**src/rtl/field_crc_pair.sv**
```systemverilog
module field_crc_pair #(
  parameter int DATA_W = 10,
  parameter int CRC_W = 16,
  parameter logic [CRC_W-1:0] CRC_POLY_REV = 16'h8408
) (
  input  logic              clk,
  input  logic              rst_n,
  input  logic [DATA_W-1:0] word_in,
  input  logic              ap_en,
  input  logic              ff_en,
  input  logic              field_end,
  input  logic              rx_mode,
  input  logic              rx_crc_valid,
  input  logic [CRC_W-1:0]  rx_ap_crc,
  input  logic [CRC_W-1:0]  rx_ff_crc,
  output logic [CRC_W-1:0]  ap_crc_out,
  output logic [CRC_W-1:0]  ff_crc_out,
  output logic              ap_err,
  output logic              ff_err
);

  function automatic logic [CRC_W-1:0] crc_step(input logic [CRC_W-1:0] c,
                                                input logic [DATA_W-1:0] w);
    logic [CRC_W-1:0] r;
    r = c;
    for (int i = 0; i < DATA_W; i++) begin
      if (r[0] ^ w[i]) r = (r >> 1) ^ CRC_POLY_REV;
      else             r = r >> 1;
    end
    return r;
  endfunction

  logic [CRC_W-1:0]  ap_acc, ff_acc;
  logic [CRC_W-1:0]  rx_ap_q, rx_ff_q;
  logic              rx_seen;
  logic [DATA_W-1:0] word_rc;
  logic [CRC_W-1:0]  ap_next, ff_next, ap_ref, ff_ref;
  logic              have_ref;

  assign word_rc  = (&word_in[DATA_W-1:2]) ? '1 : word_in;
  assign ap_next  = crc_step(ap_acc, word_rc);
  assign ff_next  = crc_step(ff_acc, word_rc);
  assign ap_ref   = rx_crc_valid ? rx_ap_crc : rx_ap_q;
  assign ff_ref   = rx_crc_valid ? rx_ff_crc : rx_ff_q;
  assign have_ref = rx_crc_valid | rx_seen;

  always_ff @(posedge clk) begin
    if (!rst_n) begin
      ap_acc     <= '0;
      ff_acc     <= '0;
      ap_crc_out <= '0;
      ff_crc_out <= '0;
      rx_ap_q    <= '0;
      rx_ff_q    <= '0;
      rx_seen    <= 1'b0;
      ap_err     <= 1'b0;
      ff_err     <= 1'b0;
    end else if (field_end) begin
      ap_acc     <= '0;
      ff_acc     <= '0;
      ap_crc_out <= ap_acc;
      ff_crc_out <= ff_acc;
      rx_seen    <= 1'b0;
      ap_err     <= rx_mode & have_ref & (ap_acc != ap_ref);
      ff_err     <= rx_mode & have_ref & (ff_acc != ff_ref);
    end else begin
      if (ap_en) ap_acc <= ap_next;
      if (ff_en) ff_acc <= ff_next;
      if (rx_crc_valid) begin
        rx_ap_q <= rx_ap_crc;
        rx_ff_q <= rx_ff_crc;
        rx_seen <= 1'b1;
      end
      if (!rx_mode) begin
        ap_err <= 1'b0;
        ff_err <= 1'b0;
      end
    end
  end

endmodule


```
**config.mk**
```make
export PLATFORM = sky130hd
export DESIGN_NAME = field_crc_pair
export DESIGN_NICKNAME = d
export VERILOG_FILES = /design/src/rtl/field_crc_pair.sv
export SDC_FILE = /design/constraint.sdc
export NUM_CORES = 1
export LEC_CHECK = 0
export BUFFER_PORTS_ARGS = -buffer_cell sky130_fd_sc_hd__buf_2
export CORE_ASPECT_RATIO = 1.4
export CORE_MARGIN = 5
export CORE_UTILIZATION = 40
export DETAILED_ROUTE_END_ITERATION = 16
export PLACE_DENSITY = 0.63
export REMOVE_ABC_BUFFERS = 1
export SYNTH_ARGS = -nofsm -noshare
export SYNTH_HDL_FRONTEND = slang
export SYNTH_SLANG_ARGS = --single-unit
export TNS_END_PERCENT = 20
```
**constraint.sdc**
```tcl
create_clock -name clk -period 3.2 [get_ports clk]
set_clock_uncertainty 0.2 [all_clocks]
set_input_delay 0.16 -clock clk [delete_from_list [all_inputs] [get_ports clk]]
set_output_delay 0.16 -clock clk [all_outputs]
set_load 0.02 [all_outputs]
```
## After elaboration in Yosys (flattened, before gate mapping)

Cells that the tools add are included.

- Flip-flop bits (word level): 99
- Input bits: 49
- Word-level logic and storage cells: 85

- Equal/unequal tests: 3
- Multiplexer cells: 26
- Bitwise gates (word level): 45
- Reduce and logical (&&, ||, !) cells: 2

Operators by type and width:

| cell | count |
|---|---|
| 2-to-1 mux 16 bit | 22 |
| inverter 2 -> 3 bit | 20 |
| inequality test 16 bit | 2 |
| XOR 1 bit | 20 |
| 2-to-1 mux 10 bit | 1 |
| AND reduction 8 bit | 1 |
| bitwise AND 1 bit | 3 |
| 2-to-1 mux 1 bit | 3 |
| inequality test 2 bit, second input constant | 1 |
| OR reduction 2 bit | 1 |
| inverter 1 bit | 1 |
| OR 1 bit | 1 |

## Logic depth before layout (Yosys ltp)

- Depth after elaboration: 22
- Depth in mapped cells: 8

## Least setup slack after synthesis

No wires, ideal clock.

- Kind: input to register
- From: input rx_crc_valid
- To: register ap_err
- Library setup time: 115 ps
- Arrival time: 1642 ps
- Slack: 1243 ps
- Stages on the path: 8
- Cells stage by stage: buf_2 > buf_2 > mux2i_1 > xor2_1 > nand4_1 > nor4_1 > o22ai_1 > and3_1

- Cells in the longest elaborated chain, start to end: 4

RTL lines:

| what | line | text |
|---|---|---|
| from (decl) | 13 | `input logic rx_crc_valid,` |
| 2-to-1 mux 16 bit or OR 1 bit (tied branches) | 43, 45 |  |
| inequality test 16 bit or bitwise AND 1 bit (tied branches) | 64 | `ap_err <= rx_mode & have_ref & (ap_acc != ap_ref);` |
| bitwise AND 1 bit * | 64 |  |
| 2-to-1 mux 1 bit * | 58 | `end else if (field_end) begin` |
| to (signal assigned) | 64 |  |
| to (decl) | 18 | `output logic ap_err,` |

Mark *: on every way between the ends. The rest lies on a longest branch, timed or not.
A chain may end at the register's enable or synchronous reset.

## Worst setup path after layout

Ends and elaborated chain as after synthesis.

==> impl_metrics.tcl <==
set metrics [dict create \
    status "complete, no violations" \
    startpoint_type "input port" \
    ios 83 \
    die_area_sq_um 14800 \
    portBuffers 82 \
    pre_cts_slack_ns 0.796 \
    dp_hpwl_um 9320 \
    grt_use_total_pct 17.3 \
    synth_fa_ha_area_share_pct 0 \
    fmax_ghz 0.492 \
    power_leakage_uw 0.00261 \
    vias 3774 \
    synth_compound_area_share_pct 8.68 \
    final.min_clock_period_ns 2.03 \
    num_rows 48 \
    reg2reg_depth 5 \
    top_layer "met4" \
    rsz0062_at_grt "no" \
    cts_tree "built" \
    max_slew.worst_pin.slew_ns 0.662 \
    irDropWorstVdd_v 0.000215 \
    syn_to_final_growth_pct 22.2 \
    whs_ns 0.137 \
    post-cts-setup-buffer-count 0 \
    synth_xor_xnor_area_share_pct 18.1 \
    grt.overflow.total 0 \
    critPathArrivalTime_ns 2.07 \
    synth_top_area_share_pct 40.0 \
    core_area_sq_um 12300 \
    drv_cap 0 \
    cts_buffer_depth 2 \
    cts_root_buffer "clkbuf_16" \
    grt_max_degree 44 \
    yosys.area_share.simple_pct 14.4 \
    wl_per_cell_um 16.4 \
    fp.dieW_um 104 \
    end_kind "flop" \
    dr_wl_met2_um 6560 \
    vias_per_cell 4.94 \
    ys_types 26 \
    die_y_um 142 \
    slew_headroom_pct 55.8 \
    crit_slowest_cell "buf_2" \
    drc 0 \
    detail_route.first_pass.iterations 4 \
    cts.clk_slew.worst_paths_ns 0.06 \
    hold_path.class "input port to flop" \
    synth_top_family_by_area "XOR/XNOR gates" \
    insertion_delay_ns 0.34 \
    setup_slack_ns 1.17 \
    start_util_pct 40.5 \
    nets 663 \
    netlist_area_sq_um 4960 \
    grt_pass1_vias 3876 \
    synth_top_area_cell "dfxtp_1" \
    synth.area.top_cells "dfxtp_1 40%, mux2i_1 16%, xnor2_1 8.3%" \
    whs_path_depth 3 \
    worstPathCellList "buf_2 > buf_4 > mux2i_1 > xor2_1 > nand4_1 > nor4_1 > o22ai_1 > and3_1" \
    muxShareOfSynthArea_pct 15.7 \
    setup_viol 0 \
    final_cells 764 \
    antenna_found_initial 0 \
    numCtsBuffers 9 \
    cp_max_fo 19 \
    yosysWarnings 0 \
    routabilityCongestion 0.864 \
    synthCells 517 \
    syn_area_per_cell_sq_um 9.59 \
    cellPowerDensity_nw_per_um2 499 \
    seq_area_frac_synth_pct 40.0 \
    fin_crit_sh_pct 63.5 \
    drt_wl_total_um 12500 \
    fin_setup_tns_ns 0 \
    dp.cells 720 \
    h-tree-depth 3 \
    hold_viol_final 0 \
    drt-initial-drc-count 131 \
    rrSetupSlack_ns 1.18 \
    ant_nets 0 \
    required_ns 3.24 \
    drt-met1-wl_um 5320 \
    grt_pass1_wl_um 20400 \
    timing.critical_path.slowest_cell_delay_ns 0.43 \
    wl_met3_um 424 \
    finalMaxSlewViolations 0 \
    worst-setup-path-type "input port to flop" \
    drive_gt1_share_pct 17.6 \
    clock-sinks 99 \
    diodes 0 \
    synth-seq-cells 99 \
]
[layout make-up]
cell class	count	area, sq um
inverter	4	15.0
tap	150	188
clock buffer	10	229
fill	1175	6190
multi-input combinational	378	2820
timing repair buffer	122	793
clock inverter	1	30.0
sequential	99	1980
[logic make-up (layout without fill, tap and decap cells)]
| group | Yosys count | count (layout) |
|---|---|---|
| muxes | 78 | 78 |
| and+or+nand+nor | 150 | 150 |
| xor gates and xnor gates | 95 | 95 |
| DFF | 99 | 99 |
| buffers and inverters | 40 | 137 |
| AOI/OAI and AO/OA | 55 | 55 |
[layer usage]
layer | GRT usage (%) | up-vias
met5 | 0 | -
met4 | 5.05 | 0
met3 | 3.91 | 15
met2 | 31.5 | 65
met1 | 20.1 | 1780
li1 | - | 1914
[worst paths after layout]
kind                                 start                        to
setup / recovery              rx_crc_valid       ap_err$_SDFFE_PN0P_
hold / removal                       ff_en    ff_acc[8]$_SDFFE_PP0P_
setup reg to reg    ap_acc[4]$_SDFFE_PP0P_    ap_acc[2]$_SDFFE_PP0P_
hold reg to reg   rx_ff_q[14]$_SDFFE_PN0N_  rx_ff_q[14]$_SDFFE_PN0N_
[cell usage in the layout, fill, tap and decap left out, drive strengths merged, types with 8 or more instances in the layout]
| master | instances |
|---|---|
| nand4 | 8 |
| dlygate4sd3 | 33 |
| a21boi | 32 |
| nand2 | 64 |
| nor2b | 34 |
| xor2 | 42 |
| mux2i | 78 |
| xnor2 | 50 |
| clkbuf | 10 |
| a211oi | 16 |
| dfxtp | 99 |
| nor2 | 32 |
| buf | 89 |
[synth_stat cells, drive strengths merged]
master / count
a211oi: 16
a21boi: 32
a21oi: 2
a311o: 2
and3: 2
and4: 4
buf: 8
clkbuf: 28
dfxtp: 99
inv: 4
mux2i: 78
nand2: 64
nand2b: 2
nand4: 8
nor2: 32
nor2b: 34
nor4: 4
o21ai: 1
o22ai: 2
xnor2: 50
xnor3: 3
xor2: 42
[sequential cells by signal (all words and copies together), names as in the netlist]
register,count
ff_err,1
ap_err,1
rx_seen,1
ap_crc_out,16
rx_ff_q,16
rx_ap_q,16
ff_acc,16
ap_acc,16
ff_crc_out,16
[worst max-delay path, delay by kind of cell]
family,cells,cell delay (ns)
AOI/OAI and AO/OA,1,0.12
and+or+nand+nor,3,0.61
muxes,1,0.25
xor gates and xnor gates,1,0.18
buffers and inverters,2,0.74
[stage by stage]
stage	power, uW	cell area (sq um)	utilization (%)
2_1_floorplan	1810	4820	-
3_3_place_gp	2000	5470	44.7
3_5_place_dp	2010	5470	44.7
4_1_cts	3050	6060	49.5
5_1_grt	3180	6060	49.5
6_report	3020	6060	49.5
[where the power goes]
| group | leakage (uW) | switching [uW] | internal [uW] |
|---|---|---|---|
| sequential | 0.000807 | 75.1 | 1300 |
| clock | 0.000126 | 429 | 584 |
| combinational | 0.00168 | 324 | 316 |
| total | 0.00261 | 828 | 2200 |
[what timing repair did]
action                    4_1_cts  5_1_grt
hold buffers                   33        0
resized for setup               0        0
hold endpoints to repair       34        0
Power figures use the tool's default switching activity.
